$ cat config.mk
export PLATFORM = sky130hd
export DESIGN_NAME = dbg_addr_event_det
export DESIGN_NICKNAME = d
export VERILOG_FILES = /design/src/rtl/dae_pkg.sv /design/src/rtl/dae_datapath.sv /design/src/rtl/dae_ctrl.sv /design/src/rtl/dbg_addr_event_det.sv
export SDC_FILE = /design/constraint.sdc
export NUM_CORES = 1
export LEC_CHECK = 0
export ABC_CLOCK_PERIOD_IN_PS = 1950
export BUFFER_PORTS_ARGS = -buffer_cell sky130_fd_sc_hd__buf_4
export CORE_MARGIN = 2
export CORE_UTILIZATION = 46
export DETAILED_ROUTE_END_ITERATION = 10
export GPL_TIMING_DRIVEN = 1
export MAX_ROUTING_LAYER = met4
export PLACE_DENSITY = 0.8
export SLEW_MARGIN = 15
export SYNTH_ARGS = -nofsm -noshare
export SYNTH_HDL_FRONTEND = slang
export SYNTH_HIERARCHICAL = 1
export SYNTH_SLANG_ARGS = --single-unit
$ cat constraint.sdc
create_clock -name clk -period 1.95 [get_ports clk]
set_input_delay 0.39 -clock clk [delete_from_list [all_inputs] [get_ports clk]]
set_output_delay 0.39 -clock clk [all_outputs]
set_load 0.005 [all_outputs]
$ cat src/rtl/dae_pkg.sv
package dae_pkg;

  // Access condition codes held in the condition register
  typedef enum logic [1:0] {
    ACC_READ    = 2'b00,
    ACC_WRITE   = 2'b01,
    ACC_EITHER  = 2'b10,
    ACC_BLOCKED = 2'b11
  } accCond_t;

  // Register select encodings
  localparam logic [1:0] SEL_COND   = 2'd0;
  localparam logic [1:0] SEL_TARGET = 2'd1;
  localparam logic [1:0] SEL_TRIG   = 2'd2;
  localparam logic [1:0] SEL_ENABLE = 2'd3;

  // Field positions inside the register data word
  localparam int COND_HI_BIT = 2;
  localparam int COND_LO_BIT = 1;
  localparam int ENABLE_BIT  = 0;

  // Strobes from control to datapath
  typedef struct packed {
    logic loadTarget;
    logic loadCond;
  } dpStrobe_t;

endpackage

$ cat src/rtl/dae_datapath.sv
module dae_datapath
  import dae_pkg::*;
#(
  parameter int ADDR_W = 32,
  parameter int DATA_W = 32,
  parameter int LANE_W = 8
) (
  input  logic              clk,
  input  logic              rstN,
  input  dpStrobe_t         strobe,
  input  logic [DATA_W-1:0] regWdata,
  input  logic [1:0]        regSel,
  input  logic              enBit,
  input  logic              busValid,
  input  logic              busWrite,
  input  logic              busFetch,
  input  logic [ADDR_W-1:0] busAddr,
  output logic              dpHit,
  output logic [DATA_W-1:0] regRdata
);

  localparam int NLANES = (ADDR_W + LANE_W - 1) / LANE_W;
  localparam int PAD_W  = NLANES * LANE_W;

  logic [ADDR_W-1:0] targetReg;
  accCond_t          condReg;

  always_ff @(posedge clk or negedge rstN) begin
    if (!rstN) begin
      targetReg <= '0;
      condReg   <= ACC_READ;
    end else begin
      if (strobe.loadTarget) targetReg <= regWdata[ADDR_W-1:0];
      if (strobe.loadCond)
        condReg <= accCond_t'({regWdata[COND_HI_BIT], regWdata[COND_LO_BIT]});
    end
  end

  // Lane-sliced address comparator
  logic [PAD_W-1:0]  addrPad;
  logic [PAD_W-1:0]  targetPad;
  logic [NLANES-1:0] laneEq;

  assign addrPad   = PAD_W'(busAddr);
  assign targetPad = PAD_W'(targetReg);

  for (genvar g = 0; g < NLANES; g++) begin : gLane
    assign laneEq[g] = (addrPad[g*LANE_W +: LANE_W] == targetPad[g*LANE_W +: LANE_W]);
  end

  logic addrEq;
  assign addrEq = &laneEq;

  // Access type qualification: a fetch counts as a read
  logic isRead;
  logic isWrite;
  logic condOk;

  assign isRead  = busFetch || !busWrite;
  assign isWrite = busWrite && !busFetch;

  always_comb begin
    unique case (condReg)
      ACC_READ:    condOk = isRead;
      ACC_WRITE:   condOk = isWrite;
      ACC_EITHER:  condOk = 1'b1;
      default:     condOk = 1'b0;
    endcase
  end

  assign dpHit = busValid && addrEq && condOk;

  // Register read mux
  always_comb begin
    regRdata = '0;
    unique case (regSel)
      SEL_COND: begin
        regRdata[COND_HI_BIT] = condReg[1];
        regRdata[COND_LO_BIT] = condReg[0];
      end
      SEL_TARGET: regRdata[ADDR_W-1:0] = targetReg;
      SEL_ENABLE: regRdata[ENABLE_BIT] = enBit;
      default:    regRdata = '0;
    endcase
  end

endmodule

$ cat src/rtl/dae_ctrl.sv
module dae_ctrl
  import dae_pkg::*;
#(
  parameter int SETTLE_CYC = 3,
  parameter int PULSE_CYC  = 2
) (
  input  logic      clk,
  input  logic      rstN,
  input  logic      regWe,
  input  logic [1:0] regSel,
  input  logic      enWdata,
  input  logic      dpHit,
  output dpStrobe_t strobe,
  output logic      enBit,
  output logic      eventN
);

  localparam int SW = $clog2(SETTLE_CYC + 1);
  localparam int PW = $clog2(PULSE_CYC + 1);

  logic          trigWr;
  logic          cfgWr;
  logic          enWr;
  logic [SW-1:0] settleCnt;
  logic [PW-1:0] pulseCnt;
  logic          armed;
  logic          evReq;

  assign trigWr = regWe && (regSel == SEL_TRIG);
  assign cfgWr  = regWe && (regSel != SEL_TRIG);
  assign enWr   = regWe && (regSel == SEL_ENABLE);

  always_comb begin
    strobe.loadTarget = regWe && (regSel == SEL_TARGET);
    strobe.loadCond   = regWe && (regSel == SEL_COND);
  end

  always_ff @(posedge clk or negedge rstN) begin
    if (!rstN)      enBit <= 1'b0;
    else if (enWr)  enBit <= enWdata;
  end

  // Settling window after any configuration write
  always_ff @(posedge clk or negedge rstN) begin
    if (!rstN)                settleCnt <= '0;
    else if (cfgWr)           settleCnt <= SW'(SETTLE_CYC);
    else if (settleCnt != '0) settleCnt <= settleCnt - SW'(1);
  end

  assign armed = enBit && (settleCnt == '0);
  assign evReq = (armed && dpHit) || trigWr;

  // Pulse stretcher: absorb during early cycles, chain on the last one
  always_ff @(posedge clk or negedge rstN) begin
    if (!rstN)                 pulseCnt <= '0;
    else if (pulseCnt > PW'(1)) pulseCnt <= pulseCnt - PW'(1);
    else if (evReq)            pulseCnt <= PW'(PULSE_CYC);
    else                       pulseCnt <= '0;
  end

  assign eventN = (pulseCnt == '0);

endmodule

$ cat src/rtl/dbg_addr_event_det.sv
module dbg_addr_event_det
  import dae_pkg::*;
#(
  parameter int ADDR_W     = 32,
  parameter int DATA_W     = 32,
  parameter int SETTLE_CYC = 3,
  parameter int PULSE_CYC  = 2
) (
  input  logic              clk,
  input  logic              rstN,
  input  logic              busValid,
  input  logic              busWrite,
  input  logic              busFetch,
  input  logic [ADDR_W-1:0] busAddr,
  input  logic              regWe,
  input  logic [1:0]        regSel,
  input  logic [DATA_W-1:0] regWdata,
  output logic [DATA_W-1:0] regRdata,
  output logic              eventN
);

  dpStrobe_t strobe;
  logic      dpHit;
  logic      enBit;

  dae_ctrl #(
    .SETTLE_CYC (SETTLE_CYC),
    .PULSE_CYC  (PULSE_CYC)
  ) u_ctrl (
    .clk     (clk),
    .rstN    (rstN),
    .regWe   (regWe),
    .regSel  (regSel),
    .enWdata (regWdata[ENABLE_BIT]),
    .dpHit   (dpHit),
    .strobe  (strobe),
    .enBit   (enBit),
    .eventN  (eventN)
  );

  dae_datapath #(
    .ADDR_W (ADDR_W),
    .DATA_W (DATA_W)
  ) u_dp (
    .clk      (clk),
    .rstN     (rstN),
    .strobe   (strobe),
    .regWdata (regWdata),
    .regSel   (regSel),
    .enBit    (enBit),
    .busValid (busValid),
    .busWrite (busWrite),
    .busFetch (busFetch),
    .busAddr  (busAddr),
    .dpHit    (dpHit),
    .regRdata (regRdata)
  );

endmodule

Word level (Yosys, flattened, before mapping):

Index checks and enable logic that the tools add are counted.

* add/subtract/negate cells: 2
* magnitude comparators: 1
* equality and inequality tests: 10
* muxes and demuxes: 8
* reductions and logical operators: 21

Operator list (number)
* $eq 8x8->1: 4
* $mux 29: 1
* $logic_and 1x1->1: 10
* $logic_not 2->1: 4
* $mux 2: 4
* $eq 2x2->1 const B: 3
* $eq 2x1->1 const B: 2
* $pmux 2 s2: 1
* $reduce_and 4->1: 1
* $reduce_bool 2->1: 2
* $sub 2x1->2 const B: 2
* $pmux 1 s3: 1
* $gt 2x1->1 const B: 1
* $logic_not 1->1: 2
* $logic_or 1x1->1: 2
* $ne 2x2->1 const B: 1
* $pmux 1 s2: 1

* flip-flop bits (word level): 39
* input port bits: 72
* output and inout port bits: 33
* word-level logic and storage cells: 47

Longest topological paths before layout:

Gate-level depths: netlist of run 1.

* depth after elaboration: 8
* mapped depth: 6

Cells and area by module:

Netlist of run 1, hierarchy kept.

Modules (own cells, without submodules)
* dae_datapath: instances 1, cells each 159, area an instance 1885.6 µm²
* dae_ctrl: instances 1, cells each 23, area an instance 260.2 µm²

Worst setup path before layout of run 1:

OpenSTA, ideal clock, no wires.

* kind: input to register
* start point: in regSel[1]
* end point: reg u_dp.targetReg[0] (netlist: u_dp/targetPad[0])
* library setup time: 0.125 ns
* data arrival time: 1.353 ns
* setup slack: 0.472 ns
* stages on the path: 4
* cell sequence: and3b_2 clkbuf_1 buf_2 mux2_2

* longest elaborated chain between the ends: 2

Ends and longest elaborated chain
* start: declaration: line dbg_addr_event_det.sv:16 `input logic [1:0] regSel,`
* $eq 2x1->1: line dae_ctrl.sv:34 `strobe.loadTarget = regWe && (regSel == SEL_TARGET);`
* $logic_and 1x1->1: line dae_ctrl.sv:34
* end signal: assignment: line dae_datapath.sv:33 `if (strobe.loadTarget) targetReg <= regWdata[ADDR_W-1:0];`
* end: declaration: line dae_datapath.sv:25 `logic [ADDR_W-1:0] targetReg;`

Every way passes these cells.
A chain may end at the register's enable or synchronous reset.

Worst setup path in the final report of run 1:

* start point: reg u_dp.condReg[1]
* end point: reg u_ctrl.pulseCnt[1]

* longest elaborated chain between the ends: 7
* elaborated cells between the ends (all ways): 9

Ends and longest elaborated chain
* start: declaration: line dae_datapath.sv:26 `accCond_t condReg;`
* start signal: assignment: line dae_datapath.sv:35 `condReg <= accCond_t'({regWdata[COND_HI_BIT], regWdata[COND_LO_BIT]});`
* $eq 2x2->1, or another cell as far along: line dae_datapath.sv:63 `unique case (condReg)`
* $pmux 1 s3 *: line dae_datapath.sv:63
* $logic_and 1x1->1 *: line dae_datapath.sv:71 `assign dpHit = busValid && addrEq && condOk;`
* via dpHit: line dbg_addr_event_det.sv:23 `logic dpHit;`
* $logic_and 1x1->1 *: line dae_ctrl.sv:51 `assign evReq = (armed && dpHit) || trigWr;`
* $logic_or 1x1->1 *: line dae_ctrl.sv:51
* $mux 2 *: line dae_ctrl.sv:57 `else if (evReq) pulseCnt <= PW'(PULSE_CYC);`
* $mux 2 *: line dae_ctrl.sv:56 `else if (pulseCnt > PW'(1)) pulseCnt <= pulseCnt - PW'(1);`
* end signal: assignment: line dae_ctrl.sv:56
* end signal: assignment: line dae_ctrl.sv:57
* end: declaration: line dae_ctrl.sv:25 `logic [PW-1:0] pulseCnt;`

Mark *: on every way through the listed nets, which the timed path passes. The rest lies on a longest branch.

==> results of run 1 <==
## logic make-up after synthesis
group                      Yosys count
and+or+nand+nor                     56
DFF                                 39
muxes                               37
xor gates and xnor gates            33
buffers and inverters               10
AOI/OAI and AO/OA                    6
adders and majority gates            1
## synthesized netlist by cell type (2+ instances only)
cell type	number
and2_1	28
buf_2	4
clkbuf_1	3
dfrtp_1	39
inv_1	3
mux2_2	33
mux2i_1	3
nand2_1	3
nand4_1	3
nor2_1	4
nor2b_1	2
nor3b_1	2
nor4_1	4
nor4_2	3
o21ai_0	2
xnor2_1	5
xor2_1	28
## flip-flops by register name, summed over array words and instances, names as in the netlist
name and count:
u_ctrl/enBit 1, u_ctrl/pulseCnt 2, u_ctrl/settleCnt 2, u_dp/condReg 2, u_dp/targetPad 32
## metrics by stage
step                cell area (µm²)  hold slack, ns  utilization  setup WS, ns  instances
global route                   3080          0.0881        0.698         0.154        341
CTS                            3080          0.0861        0.698         0.236        341
detailed placement             3000           0.395        0.680       -0.0805        335
global placement               3000           0.395        0.680       -0.0515        335
floorplan                      2150          0.0944            -         0.472        182
finish                         3080          0.0660        0.698         0.243        341
## final timing paths
kind	cells after the start	slack, ns	end
worst max-delay path	6	0.24	u_ctrl/pulseCnt[1]
worst min-delay path	1	0.07	u_dp/targetPad[21]
worst max register to register	6	0.24	u_ctrl/pulseCnt[1]
worst min register to register	1	0.46	u_ctrl/pulseCnt[0]
max in group asynchronous	1	1.53	u_dp/targetPad[1]
min in group clk	3	0.32	u_dp/targetPad[7]
## where the power goes
group	leakage, nW	switching [mW]	internal [mW]
clock network	0.0371	0.257	0.238
logic	0.989	0.253	0.423
registers	0.463	0.135	0.969
## metal layers
metal / wire (µm) / vias to the layer above / share of wire
li1: - / 828 / -
met2: 2700 / 66 / 0.52
met4: 48 / 0 / 0.0092
met1: 2150 / 845 / 0.41
met5: 0 / - / 0
met3: 308 / 4 / 0.059
## worst max-delay path: cells and delay by family, from the launching register on
family / cells / cell delay (ns)
compound gates: 1 / 0.11
xor+xnor: 1 / 0.18
flops: 1 / 0.40
simple gates: 4 / 0.90
## cell type report
type | count | area, µm² | area share
Clock buffer | 6 | 72.6 | 0.0236
Inverter | 3 | 11.3 | 0.00366
Multi-Input combinational cell | 133 | 1130 | 0.368
Sequential cell | 39 | 976 | 0.317
Tap cell | 52 | 65.1 | 0.0211
Timing Repair Buffer | 108 | 823 | 0.267
## repair_timing
item,CTS,global route
endpoints found under the setup margin,29,0
gates resized for setup,1,0
hold endpoints to repair,0,0
==> impl_results.md, run 1 <==
- Fmax: 586 MHz
- Met1 Usage GRT: 0.263
- VDD IR max: 0.000433 V
- Vias per inst: 5.11
- CP max stage delay: 0.40 ns
- Area fraction of the dominant cell type after synthesis: 0.455
- Slew Viols, Final: 0
- CP Capture Type: flop
- Port Buf Inserts: 104
- Core box area: 4410 µm²
- Worst-Skew Late Latency: 0.28 ns
- Fin crit period: 1.71 ns
- Worst-case clock buffer depth: 2
- HPWL after DPL: 3910 µm
- Setup tns final: 0 ns
- Filler cells: 367
- First-pass GRT wire length: 8360 µm
- Die Y: 72.3 µm
- Layer with the highest usage: met2
- WL per Instance: 15.3 µm
- Rel. slew slack: 0.651
- Fin. Hold Viols: 0
- GRT overflow: 0
- Via count: 1743
- Synth unique cells: 30
- Initial core utilization: 0.486
- DIE AREA: 5230 µm²
- Number of remaining DRC errors: 0
- Clk sinks: 39
- Met3 Usage GRT: 0.0583
- FFs w/ async S/R, synth: 1.00
- M2 GR Usage: 0.363
- First drt pass iteration count: 4
- Clock root buffer: clkbuf_8
- Simple-gate area share of the yosys netlist: 0.171
- Sequential area share after synthesis: 0.455
- RSZ-0062 raised after global routing: no
- Die width: 72.3 µm
- Syn Std Cell Area: 2150 µm²
- Crit Path Category: flop to flop
- Largest net degree at the start of global routing: 40
- CP arrival: 1.88 ns
- Final worst-path cycle share: 0.875
- Max-cap violations: 0
- Fin nets: 363
- Yosys warning count: 6
- Worst setup path startpoint: u_dp/condReg[1]
- CTS Hold Bufs: 0
- Required @ worst endpoint: 2.12 ns
- Hold Crit Class: input port to asynchronous set/reset pin
- Setup violators final: 0
- Most used DFF post-synth: dfrtp_1
- H-tree lvl count: 2
- Slew @ Worst Pin: 0.522 ns
- Clock-pin slew on the worst setup and hold paths: 0.07 ns
- Vias in the first global route: 1765
- CP max stage cell: dfrtp_1
- Commonest non-fill, non-tap cell in the layout: buf_4
- Placer Congestion: 0.775
- Leak: 1.49 nW
- Syn_area_per_cell: 11.8 µm²
- Ant diodes: 0
- Final Routed Wirelength: 5210 µm
- Xor and xnor fraction of the mapped netlist area: 0.135
- Initial antenna violation count: 0
- CTS tree: done
- Largest area contributor in the netlist: dfrtp_1
- Synthesized flop and latch total: 39
- Post-Synthesis Net Count: 255
- Synth Area in Compound Gates: 0.0198
- Layout Area Growth over Synthesis: 43.6%
- Status: complete, no violations
- # IOs: 105
- Gr usage total: 0.218
- Clock skew: 0.00195 ns
- Largest family of logic cells by synthesized area: multiplexers
- Cells after Synth: 182
- Worst Path Max Fanout: 3
- Total power: 2.28 mW
- Mux cell area share after synthesis: 0.194
- FP Rows: 24
- Synth area leaders: dfrtp_1 (45%), mux2_2 (17%), xor2_1 (11%)
- Commonest cells after routing, fill and taps aside: buf_4 (107), dfrtp_1 (39), mux2_2 (33), and2_1 (28), xor2_1 (28)
- Layout cells sized above 1: 0.536
- Startpoint types: flop
- PwrDens: 739 nW/µm²
- Detail Route Antenna Nets: 0
- Post-CTS setup buffer count: 0
- Post-synth EDFFs: 0
- Num CTS Buffers: 5
- Worst-path cell chain: nor3b_1 -> xnor2_1 -> nand4_1 -> nor4_2 -> nand4b_1 -> o311ai_1
- Fraction of the mapped netlist area in adder cells: 0.00583
- Initial drt markers: 100
- RR Startpoint: u_dp/condReg[1]
Power figures use the tool's default switching activity.
==> run 2: changes to the inputs <==
--- a/config.mk
+++ b/config.mk
@@ -16,5 +16,4 @@
 export SLEW_MARGIN = 15
 export SYNTH_ARGS = -nofsm -noshare
 export SYNTH_HDL_FRONTEND = slang
-export SYNTH_HIERARCHICAL = 1
 export SYNTH_SLANG_ARGS = --single-unit
==> impl_results.md, run 2 <==
- Clock-pin slew on the worst setup and hold paths: 0.08 ns
- CP Capture Type: flop
- Status: complete, no violations
- First-pass GRT wire length: 8500 µm
- VDD IR max: 0.000488 V
- Syn_area_per_cell: 11.6 µm²
- Worst Path Max Fanout: 3
- Slew Viols, Final: 0
- HPWL after DPL: 3960 µm
- Most used DFF post-synth: dfrtp_1
- Initial core utilization: 0.481
- RSZ-0062 raised after global routing: no
- Fin crit period: 1.79 ns
- Num CTS Buffers: 5
- Crit Path Category: flop to flop
- Final worst-path cycle share: 0.916
- Slew @ Worst Pin: 0.507 ns
- Largest net degree at the start of global routing: 40
- Clock root buffer: clkbuf_8
- # resized after CTS: 0
- FFs w/ async S/R, synth: 1.00
- Die width: 71.7 µm
- Initial drt markers: 66
- Setup tns final: 0 ns
- GRT overflow: 0
- Fin nets: 362
- Synth cell count leaders: dfrtp_1 (39), mux2_2 (35), xor2_1 (30), and2_1 (28), nor4_1 (7)
- Layout Area Growth over Synthesis: 46.8%
- Setup violators final: 0
- End point of the critical path: u_ctrl.pulseCnt[1]
- Synthesized flop and latch total: 39
- Post-Synthesis Net Count: 255
- Cell with the most instances after synthesis: dfrtp_1
- Rel. slew slack: 0.662
- Area fraction of the dominant cell type after synthesis: 0.462
- Placer Congestion: 0.768
- CP arrival: 2.01 ns
- Number of remaining DRC errors: 0
- Max-cap violations: 0
- Post-CTS setup buffer count: 0
- Clock skew: 0.00825 ns
- Core box area: 4380 µm²
- Required @ worst endpoint: 2.18 ns
- Worst-Skew Late Latency: 0.29 ns
- FP Rows: 24
- H-tree lvl count: 2
- Syn Std Cell Area: 2110 µm²
- Clk sinks: 39
- Die Y: 71.7 µm
- CTS Hold Bufs: 0
- Worst-case clock buffer depth: 2
- Cells after Synth: 182
- Synth area leaders: dfrtp_1 (46%), mux2_2 (19%), xor2_1 (12%)
- First drt pass iteration count: 4
- Final Util: 0.707
- Commonest non-fill, non-tap cell in the layout: buf_4
- # IOs: 105
- DIE AREA: 5150 µm²
- Synth unique cells: 24
- Yosys warning count: 0
- Vias in the first global route: 1777
- WL per Instance: 15.1 µm
- Fin. Hold Viols: 0
- Post-synth EDFFs: 0
- Ant diodes: 0
- Largest area contributor in the netlist: dfrtp_1
- Worst setup path startpoint: u_dp.targetPad[10]
- PwrDens: 824 nW/µm²
- R2r setup slk: 0.16 ns
- Layout cells sized above 1: 0.524
- Port Buf Inserts: 104
- Gr usage total: 0.224
- Startpoint types: flop
- Max FFs per register: 32
- Via count: 1704
- Vias per inst: 4.98
- Sequential area share after synthesis: 0.462
- Hold Crit Class: input port to asynchronous set/reset pin
- CTS tree: done
- Fmax: 560 MHz
- Leak: 1.53 nW
- Worst R2R Path Depth: 5
- Commonest cells after routing, fill and taps aside: buf_4 (107), dfrtp_1 (39), mux2_2 (35), xor2_1 (30), and2_1 (28)
- Reg-to-Reg End: u_ctrl.pulseCnt[1]
- Initial antenna violation count: 0
- Detail Route Antenna Nets: 0
- Final Routed Wirelength: 5170 µm
- RR Startpoint: u_dp.targetPad[10]
-- run 2: kinds of logic (layout without fill, tap and decap cells) --
logic type,count (synthesis),count (layout),synth area share
and+or+nand+nor,55,55,0.155
muxes,39,39,0.206
DFF,39,39,0.462
xor gates and xnor gates,34,34,0.141
buffers and inverters,11,119,0.0219
AOI/OAI and AO/OA,3,3,0.00711
adders and majority gates,1,1,0.00593
-- run 2: final cells by class --
type                       count  area [µm²]
timing repair buffer         108         823
clock buffer                   6        72.6
tap                           52        65.1
inverter                       3        11.3
clock inverter                 2        60.1
multi-input combinational    132        1090
fill                         350        1280
sequential                    39         976
-- run 2: critical path: stages (launching register included) --
cell     delay, ns
dfrtp_1       0.40
xor2_1        0.17
nor4_1        0.45
nand4_1       0.14
or4_1         0.43
o21ai_1       0.13
-- run 2: worst min-delay path by stage --
| stage | to | cells past startpoint |
|---|---|---|
| floorplan | u_ctrl.enBit | 0 |
| global placement | u_dp.targetPad[10] | 1 |
| detailed placement | u_dp.targetPad[10] | 1 |
| CTS | u_dp.targetPad[10] | 1 |
| global route | u_dp.targetPad[10] | 1 |
| finish | u_dp.targetPad[30] | 1 |
-- run 2: power breakdown --
group | internal (mW) | total (mW) | switching [mW]
clock network | 0.512 | 0.799 | 0.287
registers | 0.968 | 1.10 | 0.129
logic | 0.413 | 0.659 | 0.245
-- run 2: routing by layer --
layer,vias up,track usage,share of wire
met2,70,0.355,0.49
li1,827,-,-
met4,0,0.0608,0.012
met1,799,0.284,0.42
met5,-,-,0
met3,8,0.0619,0.078
-- run 2: through the flow --
stage,area [µm²],total power [mW],worst slack [ns],hold slack [ns],std cells
floorplan,2110,1.46,0.241,0.0944,182
global placement,2970,1.74,0.149,0.394,334
detailed placement,2970,1.77,0.102,0.394,334
CTS,3100,2.57,0.169,0.0755,342
global route,3100,2.70,0.0295,0.0899,342
finish,3100,2.56,0.164,0.0607,342
